$ cat config.mk
export PLATFORM = sky130hd
export DESIGN_NAME = fpm_ctrl
export DESIGN_NICKNAME = d
export VERILOG_FILES = /design/src/rtl/fpm_pkg.sv /design/src/rtl/fpm_decode.sv /design/src/rtl/fpm_merge.sv /design/src/rtl/fpm_outstage.sv /design/src/rtl/fpm_ctrl.sv
export SDC_FILE = /design/constraint.sdc
export NUM_CORES = 1
export LEC_CHECK = 0
export ABC_CLOCK_PERIOD_IN_PS = 2500
export BUFFER_PORTS_ARGS = -buffer_cell sky130_fd_sc_hd__buf_2
export CAP_MARGIN = 20
export CORE_MARGIN = 2
export CORE_UTILIZATION = 47
export CTS_BUF_LIST = sky130_fd_sc_hd__clkbuf_4 sky130_fd_sc_hd__clkbuf_8
export DETAILED_ROUTE_END_ITERATION = 8
export PLACE_DENSITY = 0.95
export SLEW_MARGIN = 30
export SYNTH_ARGS = -nofsm -noshare
export SYNTH_HDL_FRONTEND = slang
export SYNTH_SLANG_ARGS = --single-unit
$ cat constraint.sdc
create_clock -name clk -period 2.5 [get_ports clk]
set_input_delay 0.625 -clock clk [delete_from_list [all_inputs] [get_ports clk]]
set_output_delay 0.625 -clock clk [all_outputs]
set_load 0.03 [all_outputs]
$ cat src/rtl/fpm_pkg.sv
package fpm_pkg;
  localparam int RND_W    = 2;
  localparam int FLAG_W   = 4;
  localparam int ERR_W    = 4;
  localparam int PRED_POS = 0;
  localparam int RND_LO   = PRED_POS + 1;
  localparam int EXC_POS  = RND_LO + RND_W;
  localparam int ZERO_POS = EXC_POS + 1;
  localparam int FLAG_LO  = ZERO_POS + 1;
  localparam int ERR_LO   = FLAG_LO + FLAG_W;
  localparam int USED_W   = ERR_LO + ERR_W;

  typedef enum logic [RND_W-1:0] {
    RND_NEAR = 2'd0,
    RND_DOWN = 2'd1,
    RND_UP   = 2'd2,
    RND_TRNC = 2'd3
  } rnd_e;

  typedef struct packed {
    logic active;
    rnd_e rnd;
    logic exc_off;
    logic zeroing;
  } op_ctl_t;
endpackage

$ cat src/rtl/fpm_decode.sv
module fpm_decode
  import fpm_pkg::*;
#(
  parameter int REG_W = 16
) (
  input  logic             feat_en,
  input  logic [REG_W-1:0] fpm,
  output op_ctl_t          ctl,
  output logic             rsv_bad,
  output logic             wb_allow
);
  logic rsv_nz;

  // Any reserved bit above the used fields
  generate
    if (REG_W > USED_W) begin : g_rsv
      assign rsv_nz = |fpm[REG_W-1:USED_W];
    end else begin : g_norsv
      assign rsv_nz = 1'b0;
    end
  endgenerate

  // the predicate always passes; the other fields need feat_en
  always_comb begin
    ctl.active  = fpm[PRED_POS];
    ctl.rnd     = RND_NEAR;
    ctl.exc_off = 1'b0;
    ctl.zeroing = 1'b0;
    if (feat_en) begin
      ctl.rnd     = rnd_e'(fpm[RND_LO +: RND_W]);
      ctl.exc_off = fpm[EXC_POS];
      ctl.zeroing = fpm[ZERO_POS];
    end
  end

  assign rsv_bad  = feat_en & rsv_nz;
  assign wb_allow = feat_en & ~rsv_nz & fpm[PRED_POS];
endmodule

$ cat src/rtl/fpm_merge.sv
module fpm_merge
  import fpm_pkg::*;
#(
  parameter int REG_W = 16
) (
  input  logic [REG_W-1:0]  fpm,
  input  logic [FLAG_W-1:0] flags,
  input  logic [ERR_W-1:0]  errs,
  output logic [REG_W-1:0]  merged
);
  // the flag field is replaced, the error field accumulates
  generate
    for (genvar i = 0; i < REG_W; i++) begin : g_bit
      if (i >= FLAG_LO && i < ERR_LO) begin : g_flag
        assign merged[i] = flags[i-FLAG_LO];
      end else if (i >= ERR_LO && i < USED_W) begin : g_err
        assign merged[i] = fpm[i] | errs[i-ERR_LO];
      end else begin : g_keep
        assign merged[i] = fpm[i];
      end
    end
  endgenerate
endmodule

$ cat src/rtl/fpm_outstage.sv
module fpm_outstage #(
  parameter int REG_W = 16
) (
  input  logic             clk,
  input  logic             rst_n,
  input  logic             take,
  input  logic             wr_d,
  input  logic [REG_W-1:0] data_d,
  input  logic             fault_d,
  input  logic             out_ready,
  output logic             can_take,
  output logic             out_valid,
  output logic             out_wr_en,
  output logic [REG_W-1:0] out_fpm,
  output logic             fault
);
  assign can_take = !out_valid || out_ready;

  always_ff @(posedge clk) begin
    if (!rst_n) begin
      out_valid <= 1'b0;
      out_wr_en <= 1'b0;
      out_fpm   <= '0;
      fault     <= 1'b0;
    end else begin
      fault <= take & fault_d;
      if (take) begin
        out_valid <= 1'b1;
        out_wr_en <= wr_d;
        out_fpm   <= data_d;
      end else if (out_ready) begin
        out_valid <= 1'b0;
      end
    end
  end


  hold_beat_chk: assert property (@(posedge clk) disable iff (!rst_n)
    (out_valid && !out_ready) |=> (out_valid && $stable(out_fpm) && $stable(out_wr_en)));


  fault_nowb_chk: assert property (@(posedge clk) disable iff (!rst_n)
    fault |-> (out_valid && !out_wr_en));
endmodule

$ cat src/rtl/fpm_ctrl.sv
module fpm_ctrl
  import fpm_pkg::*;
#(
  parameter int REG_W = 16
) (
  input  logic              clk,
  input  logic              rst_n,
  input  logic              in_valid,
  output logic              in_ready,
  input  logic              in_feat_en,
  input  logic [REG_W-1:0]  in_fpm,
  input  logic [FLAG_W-1:0] in_flags,
  input  logic [ERR_W-1:0]  in_errs,
  output logic              ctl_active,
  output logic [RND_W-1:0]  ctl_round,
  output logic              ctl_exc_suppress,
  output logic              ctl_zeroing,
  output logic              out_valid,
  input  logic              out_ready,
  output logic              out_wr_en,
  output logic [REG_W-1:0]  out_fpm,
  output logic              ill_fault
);
  op_ctl_t          ctl;
  logic             rsv_bad;
  logic             wb_allow;
  logic [REG_W-1:0] merged;
  logic [REG_W-1:0] next_val;
  logic             take;

  fpm_decode #(.REG_W(REG_W)) u_dec (
    .feat_en (in_feat_en),
    .fpm     (in_fpm),
    .ctl     (ctl),
    .rsv_bad (rsv_bad),
    .wb_allow(wb_allow)
  );

  fpm_merge #(.REG_W(REG_W)) u_mrg (
    .fpm   (in_fpm),
    .flags (in_flags),
    .errs  (in_errs),
    .merged(merged)
  );

  assign next_val = wb_allow ? merged : in_fpm;
  assign take     = in_valid && in_ready;

  fpm_outstage #(.REG_W(REG_W)) u_out (
    .clk      (clk),
    .rst_n    (rst_n),
    .take     (take),
    .wr_d     (wb_allow),
    .data_d   (next_val),
    .fault_d  (rsv_bad),
    .out_ready(out_ready),
    .can_take (in_ready),
    .out_valid(out_valid),
    .out_wr_en(out_wr_en),
    .out_fpm  (out_fpm),
    .fault    (ill_fault)
  );

  assign ctl_active       = ctl.active;
  assign ctl_round        = ctl.rnd;
  assign ctl_exc_suppress = ctl.exc_off;
  assign ctl_zeroing      = ctl.zeroing;


  feat_off_nowb_chk: assert property (@(posedge clk) disable iff (!rst_n)
    (take && !in_feat_en) |=> (out_valid && !out_wr_en && out_fpm == $past(in_fpm)));


  masked_nowb_chk: assert property (@(posedge clk) disable iff (!rst_n)
    (take && in_feat_en && !in_fpm[PRED_POS]) |=> (!out_wr_en && out_fpm == $past(in_fpm)));


  sticky_err_chk: assert property (@(posedge clk) disable iff (!rst_n)
    take |=> ((out_fpm[ERR_LO +: ERR_W] & $past(in_fpm[ERR_LO +: ERR_W]))
              == $past(in_fpm[ERR_LO +: ERR_W])));


  beat_due_chk: assert property (@(posedge clk) disable iff (!rst_n)
    take |=> out_valid);


  no_fault_off_chk: assert property (@(posedge clk) disable iff (!rst_n)
    (take && !in_feat_en) |=> !ill_fault);
endmodule

# After elaboration in Yosys (flattened, before gate mapping)

Cells that the tools add are included.

Bitwise operators: 9
Reduce and logical (&&, ||, !) cells: 5
Muxes and demuxes: 4

Operators by type and width:

| cell               | count |
|---|---|
| 13-bit 2-to-1 mux  | 1 |
| 1-bit AND          | 4 |
| 4-bit 2-to-1 mux   | 1 |
| 1-bit bitwise OR   | 4 |
| 3-bit OR reduction | 1 |
| 1-bit 2-to-1 mux   | 2 |
| 2-bit nonzero test | 1 |
| 1-bit logical AND  | 1 |
| 1-bit zero test    | 1 |
| 1-bit logical OR   | 1 |
| 1-bit NOT          | 1 |

Logic and storage cells: 22
Output and inout port bits: 25
Flip-flop bits (word level): 19

# Logic depth before layout (Yosys ltp)

Gate-level depths: netlist (run 1).

Depth after elaboration: 5
Gate-level depth with buffers: 6
Depth with buffers taken out: 4

# By module

Synthesis (run 1) repeated with hierarchy kept, for this count alone.

Cell total of the unflattened synthesis: 103
Area, all modules: 1142.3 µm²

Modules (own cells, without submodules):

| module       | sequential area each (µm²) | area each (µm²) | instances | cells an instance |
|---|---|---|---|---|
| fpm_outstage | 380.4                      | 716.9           | 1         | 60 |
| fpm_ctrl     | 0.0                        | 255.2           | 1         | 19 |
| fpm_merge    | 0.0                        | 115.1           | 1         | 16 |
| fpm_decode   | 0.0                        | 55.1            | 1         | 8 |

# Worst setup path before layout (run 1)

OpenSTA, ideal clock, no wires.

Path kind: input to output
From: input out_ready
To: output in_ready
Setup slack: 732 ps
Cell stages on the path: 4
Arrival time: 1143 ps
Cells stage by stage: nor2b_1 > inv_1 > buf_2 > buf_4

Cells in the longest elaborated chain, start to end: 1

RTL lines:

| item             | RTL line           | source |
|---|---|---|
| from (decl)      | fpm_ctrl.sv:19     | `input logic out_ready,` |
| 1-bit logical OR | fpm_outstage.sv:17 | `assign can_take = !out_valid \|\| out_ready;` |
| to (decl)        | fpm_ctrl.sv:9      | `output logic in_ready,` |

No other way between the ends.

# Worst setup path in the final report (run 1)

Same ends and word-level chain as after synthesis.

==> results of run 1 <==
-- worst paths after layout --
check / endpoint / slack [ns] / cells after the start / start
max: in_ready / 0.67 / 5 / out_ready
min: u_out.out_fpm[14] / 0.49 / 2 / u_out.out_fpm[14]
max reg2reg: u_out.out_fpm[5] / 0.96 / 6 / u_out.out_valid
min reg2reg: u_out.out_fpm[14] / 0.49 / 2 / u_out.out_fpm[14]
-- sequential cells by signal, summed over array words and instances, names as in the netlist --
register,count
u_out.fault,1
u_out.out_wr_en,1
u_out.out_fpm,16
u_out.out_valid,1
-- cells in the final DEF (no fill, tap or decap) --
cell type | netlist | routed
sky130_fd_sc_hd__nand2_1 | 2 | 2
sky130_fd_sc_hd__nand4_1 | 1 | 1
sky130_fd_sc_hd__clkinv_2 | 0 | 1
sky130_fd_sc_hd__inv_1 | 3 | 3
sky130_fd_sc_hd__clkbuf_4 | 0 | 3
sky130_fd_sc_hd__a21boi_1 | 4 | 4
sky130_fd_sc_hd__nor2_1 | 1 | 1
sky130_fd_sc_hd__nor3_1 | 1 | 1
sky130_fd_sc_hd__a21o_1 | 4 | 4
sky130_fd_sc_hd__nor3_4 | 1 | 1
sky130_fd_sc_hd__buf_2 | 3 | 53
sky130_fd_sc_hd__o311a_1 | 4 | 4
sky130_fd_sc_hd__and3_2 | 3 | 3
sky130_fd_sc_hd__o21ai_0 | 9 | 9
sky130_fd_sc_hd__and2_4 | 1 | 1
sky130_fd_sc_hd__dfxtp_1 | 19 | 19
sky130_fd_sc_hd__and3_1 | 1 | 1
sky130_fd_sc_hd__a211oi_1 | 4 | 4
sky130_fd_sc_hd__and2_1 | 4 | 4
sky130_fd_sc_hd__nor2b_1 | 1 | 1
sky130_fd_sc_hd__a31oi_1 | 4 | 4
sky130_fd_sc_hd__buf_4 | 2 | 2
sky130_fd_sc_hd__nand3_1 | 8 | 8
sky130_fd_sc_hd__a21oi_1 | 14 | 14
-- routing by layer --
layer  vias up  wire [um]
met5         -          0
met4         0         93
met3        11        137
met2        43       1230
met1       421        818
li1        460          -
-- stage by stage --
step,hold slack [ns],cells,setup slack (ns),cell area (um2),util
5_1_grt,0.518,173,0.628,1150,0.658
6_report,0.486,173,0.665,1150,0.658
3_3_place_gp,0.464,169,0.668,1120,0.642
2_1_floorplan,0.607,99,0.732,873,-
4_1_cts,0.487,173,0.670,1150,0.658
3_5_place_dp,0.470,169,0.654,1120,0.642
-- power by group through the flow --
stage	registers, uW	logic (uW)	clock network, uW
3_5_place_dp	338	165	0
5_1_grt	333	179	168
4_1_cts	331	165	156
2_1_floorplan	376	70.6	0
3_3_place_gp	337	159	0
6_report	331	165	154
-- layout make-up --
class | count | area, um2 | share of cell area
multi-input combinational | 67 | 418 | 0.364
clock inverter | 1 | 5.00 | 0.00436
tap | 25 | 31.3 | 0.0272
sequential | 19 | 380 | 0.331
inverter | 3 | 11.3 | 0.00980
clock buffer | 3 | 22.5 | 0.0196
timing repair buffer | 55 | 280 | 0.244
-- worst min-delay path, stage by stage, from the launching register on --
cell and delay [ns]:
sky130_fd_sc_hd__dfxtp_1 0.32, sky130_fd_sc_hd__o21ai_0 0.06, sky130_fd_sc_hd__a21oi_1 0.06
-- cells in the mapped netlist (3+ instances only) --
| cell type | instances |
|---|---|
| sky130_fd_sc_hd__o21ai_0 | 9 |
| sky130_fd_sc_hd__dfxtp_1 | 19 |
| sky130_fd_sc_hd__a21boi_1 | 4 |
| sky130_fd_sc_hd__a31oi_1 | 4 |
| sky130_fd_sc_hd__buf_2 | 3 |
| sky130_fd_sc_hd__o311a_1 | 4 |
| sky130_fd_sc_hd__clkbuf_1 | 3 |
| sky130_fd_sc_hd__a21oi_1 | 14 |
| sky130_fd_sc_hd__nand3_1 | 8 |
| sky130_fd_sc_hd__a21o_1 | 4 |
| sky130_fd_sc_hd__and3_2 | 3 |
| sky130_fd_sc_hd__and2_1 | 4 |
| sky130_fd_sc_hd__inv_1 | 3 |
| sky130_fd_sc_hd__a211oi_1 | 4 |
-- kinds of logic after synthesis --
logic type             after synthesis
flip-flops                          19
AND/OR/NAND/NOR                     24
buffers and inverters               13
AO/OA/AOI/OAI                       43
==> impl_results.md, run 1 <==
- CP Max Fanout: 11
- Top area cells in the synthesized netlist: sky130_fd_sc_hd__dfxtp_1 44%, sky130_fd_sc_hd__a21oi_1 8.0%, sky130_fd_sc_hd__o21ai_0 5.2%
- Clock period minus worst slack: 1.83 ns
- Chip Height: approximately 47 um
- Portion of synthesized cell area occupied by the leading cell type: 0.436
- Compound-cell area share of the yosys netlist: 0.309
- Data required time of the worst path: about 1.9 ns
- Placeable core region: 1750 um2
- Met3 routing resource usage after global routing: 0.0346
- Post-detailed-route DRC marker count: 0
- Register share of total power: 0.509
- Leak pwr: 0.000586 uW
- Total power draw: approximately 650 uW
- Post-synth EDFFs: 0
- Unrepaired setup endpoints after global routing: false
- CTS sink cnt: 19
- Pin count of the biggest net entering global routing: 20
- Buffers plus inverters on the worst setup path: 4
- Post-synth top area cell: sky130_fd_sc_hd__dfxtp_1
- Final clock skew: 0.00245 ns
- Nets: 178
- Starting Density: 0.500
- Switching Share: 0.322
- Setup TNS after final layout: 0 ns
- Met2 Usage GRT: 0.384
- Hold Violations, Final: 0
- Internal power contribution: 441 uW
- Share of synthesized flip-flops with an asynchronous set or reset: 0
- Count of cells resized by post-cts repair: 0
- Fmax: approximately 550 MHz
- Die Footprint: around 2200 um2
- Hold Crit Class: register to register
- Crit share post-route: 0.734
- Most used flip-flop cell after synthesis: sky130_fd_sc_hd__dfxtp_1
- Cell area power density: around 570 nW/um2
- Maximum clock path buffer count: 2
- Multiplexer area fraction after synthesis: 0
- Detailed-route wire length per cell: between 10 and 15 um
- Worst path top cell family by delay: buffers and inverters
- Critical Path AT: ~1.2 ns
- Number of ports placed on the die boundary: 54
- # H-tree levels: 1
- Via count of the first global-routing pass: a little under 900
- Number of distinct library cell variants in the gate-level netlist after synthesis: 24
- TritonCTS clock tree: done
- Xor and xnor fraction of the mapped netlist area: 0
- Number of synthesized register bits: 19
- Cell chosen for the clock root: sky130_fd_sc_hd__clkbuf_4
- Syn_area_per_cell: ~9 um2
- Final-layout fill cell count: around 150
- Initial antenna violation count: 0
- Clock latency on the worst-skew pair: approximately 0.30 ns
- Share of total power in the clock network: 0.237
- Max-slew headroom: 0.655
- Post-CTS Setup Inserts: 0
- Number of pins with negative max-slew slack in the final report: 0
- Power dissipated by switching net loads: between 200 and 250 uW
- Synth warnings: 0
- Port Buffer Count: 53
- Number of placement rows: 15
- Antenna diode instance count: 0
- Synthesized instance count: 99
- Least-Margin Pin Slew: around 0.52 ns
- Overall via count from detail_route: 935
- Layer with the highest usage: met2
- Max-Cap Viols: 0
- Cells along the critical path: buf_2 > nor2b_1 > buf_4 > inv_1 > buf_2
- Adder-cell area share of the yosys netlist: 0
- Clock transition at path regs: 0.10 ns
- Die X: between 40 and 50 um
- Worst vdd ir: 0.283 mV
- DPL Wire Length: 1720 um
- First-pass detailed-route iteration total: 6
- Setup crit end kind: primary output
- Startpoint types: input port
- Fraction of layout instances using a drive strength above 1: 0.432
- # hold bufs at CTS: 0
- Iteration-0 DRC Markers: 22
- CP max stage cell: sky130_fd_sc_hd__buf_4
- Number of clock buffers inserted by TritonCTS: 3
- Run status: finished, final reports clean
- Post-DR vias/cell: between 5 and 6
- Weighted congestion reported at the end of routability-driven placement: between 0.7 and 0.8
- Highest cell delay on the worst timing path: ~0.17 ns
- Routing usage on met1: 0.239
- Area Overhead vs Synth: 31.5%
- Area share of and/or/nand/nor cells after synthesis: 0.169
- Total wirelength of the detailed-routed design: 2280 um
- Combinational share of power: 0.254
- Total grt overflow: 0
- Seq/Total Area, Yosys: 0.436
- Category of the most critical setup path: input port to primary output
- Remaining number of nets flagged by the antenna check after routing: 0
- Mapped Nets: about 130
- Global-route wire length before repair: between 3000 and 4000 um
- Post-Synthesis Cell Area: 873 um2
- Most frequent cell on the critical path: sky130_fd_sc_hd__buf_2
- GRT Util Overall: 0.227
- Total setup violations reported at the end of the flow: 0
- Main combinational cell family by area after synthesis: compound AO/OA/AOI/OAI gates
Note: power is estimated with default switching activity, not from simulation.
==> inputs of run 2 (changes only) <==
ABC_CLOCK_PERIOD_IN_PS = 1500   (was 2500)
CORE_UTILIZATION = 39   (was 47)
PLACE_DENSITY = 0.89   (was 0.95)
clock period = 1.5 ns   (was 2.5 ns; I/O delays follow)
==> run 2 against run 1 <==
Cell count grew 3.5%. Power grew 71%. Largest power group unchanged. Via count rose by 2.5%. Critical endpoint unchanged. Critical path depth fell by 2. Hold slack worse by 0.16 ns. Clock-buffer cell count is the same. Clock power is 75% higher. Setup slack lost 0.64 ns. Cell area is 3.2% higher. Sequential share of layout area shrank 1.0 points.
==> impl_results.md, run 2 (synthesis gave the netlist of run 1 again) <==
- Run status: finished, final reports clean
- Die Footprint: 2630 um2 (+19%)
- # H-tree levels: 1 (unchanged)
- Detailed-route wire length per cell: 14.0 um (+6.1%)
- Startpoint types: register
- Crit share post-route: 0.982
- Die X: 51.3 um (+8.9%)
- Iteration-0 DRC Markers: 43 (+95%)
- Overall via count from detail_route: 958 (+2.5%)
- Met2 Routed Length: 1280 um (+4.3%)
- Post-CTS Setup Inserts: 0 (unchanged)
- Total grt overflow: 0 (unchanged)
- Buffers plus inverters on the worst setup path: 2 (-2)
- CTS sink cnt: 19 (unchanged)
- Weighted congestion reported at the end of routability-driven placement: 0.781 (+6.0%)
- Clock period minus worst slack: about 1.5 ns
- Initial antenna violation count: 0 (unchanged)
- Setup Slack @ Placement: 0.0171 ns (-0.637 ns)
- Number of ports placed on the die boundary: 54 (unchanged)
- Sequential cell area: 380 um2 (unchanged)
- Worst vdd ir: 0.553 mV (+95%)
- GRT Util Overall: 0.183 (-0.0438)
- Number of placement rows: 17 (+2)
- Total setup violations reported at the end of the flow: 0 (unchanged)
- Util after Layout: 0.546 (-0.112)
- Register with the highest flop count: u_out.out_fpm
- Final clock skew: 0.00326 ns (+0.000814 ns)
- Antenna diode instance count: 0 (unchanged)
- Share of total power in the clock network: 0.244 (+0.007)
- Max-Cap Viols: 0 (unchanged)
- Cell area power density: 936 nW/um2 (+65%)
- Total area of multi-input combinational cells: 425 um2 (+1.8%)
- CP Max Fanout: 8 (-3)
- Setup TNS after final layout: 0 ns (unchanged)
- Max-slew headroom: 0.719 (+0.0640)
- Global-route wire length before repair: 3660 um (+4.3%)
- Setup crit end kind: primary output
- Worst Setup Slack, final: 0.0275 ns (-0.638 ns)
- Area Overhead vs Synth: 35.7%
- Clock transition at path regs: 0.11 ns (about the same)
- Total wirelength of the detailed-routed design: 2500 um (+9.8%)
- Register share of total power: 0.498 (-0.011)
- Maximum clock path buffer count: 2 (unchanged)
- Leak pwr: 0.000605 uW (+3.2%)
- Combinational share of power: 0.258 (+0.004)
- Post-DR vias/cell: 5.35 (-0.97%)
- Starting Density: 0.403 (-0.0978)
- Uppermost routed layer: met4
- Fmax: between 600 and 700 MHz
- Critical Path AT: 1.10 ns (-0.11 ns)
- Most frequent cells in the layout: 52 x sky130_fd_sc_hd__buf_2, 19 x sky130_fd_sc_hd__dfxtp_1, 14 x sky130_fd_sc_hd__a21oi_1
- Fraction of layout instances using a drive strength above 1: 0.457 (+0.0245)
- Chip Height: 51.3 um (+8.9%)
- Hold Crit Class: input port to register
- Pin count of the biggest net entering global routing: 15 (-25%)
- Post-detailed-route DRC marker count: 0 (unchanged)
- Category of the most critical setup path: register to primary output
- Post-route worst hold slack: 0.325 ns (-0.161 ns)
- Nets: 181 (+1.7%)
- Placeable core region: 2170 um2 (+24%)
- Routed met3 length: 187 um (+36%)
- First-pass detailed-route iteration total: 4 (-2)
- CP max stage cell: sky130_fd_sc_hd__dfxtp_1
- Via count of the first global-routing pass: 832 (-6.8%)
- Hold Violations, Final: 0 (unchanged)
- Worst path top cell family by delay: flip-flops
- Power dissipated by switching net loads: 367 uW (+76%)
- Final-layout fill cell count: 204 (+38%)
- Leading cell type in the layout, fill and taps excluded: sky130_fd_sc_hd__buf_2
- Remaining number of nets flagged by the antenna check after routing: 0 (unchanged)
- Data required time of the worst path: 1.12 ns (-0.76 ns)
- Least-Margin Pin Slew: 0.421 ns (-0.0949 ns)
- Largest register FFs: 16 (unchanged)
- Clock latency on the worst-skew pair: 0.30 ns (about the same)
- Cells along the critical path: nor2b_4 > inv_2 > buf_4
- Met1 wire length: 967 um (+18%)
- Port Buffer Count: 53 (unchanged)
- Highest cell delay on the worst timing path: 0.36 ns (+0.19 ns)
- Internal power contribution: 741 uW (+68%)
- Number of clock buffers inserted by TritonCTS: 3 (unchanged)
- Number of pins with negative max-slew slack in the final report: 0 (unchanged)
- TritonCTS clock tree: done
- Cell chosen for the clock root: sky130_fd_sc_hd__clkbuf_4
- Switching Share: 0.331 (+0.00946)
## run 2: changes by cell type in the layout (fill, tap and decap cells not counted), sizes merged
cell / change
buf: +3
## run 2: worst register-to-register path, stage by stage, from the launching register on
cell                      delay [ns]
sky130_fd_sc_hd__dfxtp_1        0.34
sky130_fd_sc_hd__nor2b_4        0.13
sky130_fd_sc_hd__inv_2          0.12
sky130_fd_sc_hd__nand2_1        0.16
sky130_fd_sc_hd__o311a_1        0.38
## run 2: path summary, 6_finish.rpt
kind                          from                to  slack (ns)  cells after the start
hold reg to reg   u_out.out_fpm[1]  u_out.out_fpm[1]        0.49                      2
setup reg to reg   u_out.out_valid  u_out.out_fpm[6]        0.27                      4
setup / recovery   u_out.out_valid          in_ready        0.03                      3
hold / removal           in_fpm[4]  u_out.out_fpm[4]        0.32                      3
## run 2: power by group through the flow
stage / sequential [uW] / clock [uW] / combinational [uW]
global route: 556 / 295 / 305
floorplan: 627 / 0 / 118
CTS: 552 / 273 / 282
detailed placement: 563 / 0 / 280
global placement: 561 / 0 / 274
finish: 552 / 270 / 286
## run 2: through the flow
stage	area, um2	total power, uW	instances
5_1_grt	1180	1160	179
3_3_place_gp	1150	835	175
6_report	1180	1110	179
2_1_floorplan	873	745	99
4_1_cts	1180	1110	179
3_5_place_dp	1150	843	175
## run 2: final cells by class
| class | instances | share of cell area |
|---|---|---|
| repair buffers | 58 | 0.258 |
| well taps | 28 | 0.0296 |
| multi-input cells | 67 | 0.359 |
| clock inverters | 1 | 0.00422 |
| clock buffers | 3 | 0.0190 |
| inverters | 3 | 0.00950 |
| flip-flops and latches | 19 | 0.321 |
## run 2: per-layer routing
metal	GRT usage	up-vias
li1	-	468
met1	0.206	435
met2	0.338	46
met3	0.0263	9
met4	0.0789	0
met5	0	-
## run 2: repair_timing
action,in CTS,in global routing
resized for setup,2,2
setup endpoints to repair,1,1
hold buffers,0,0
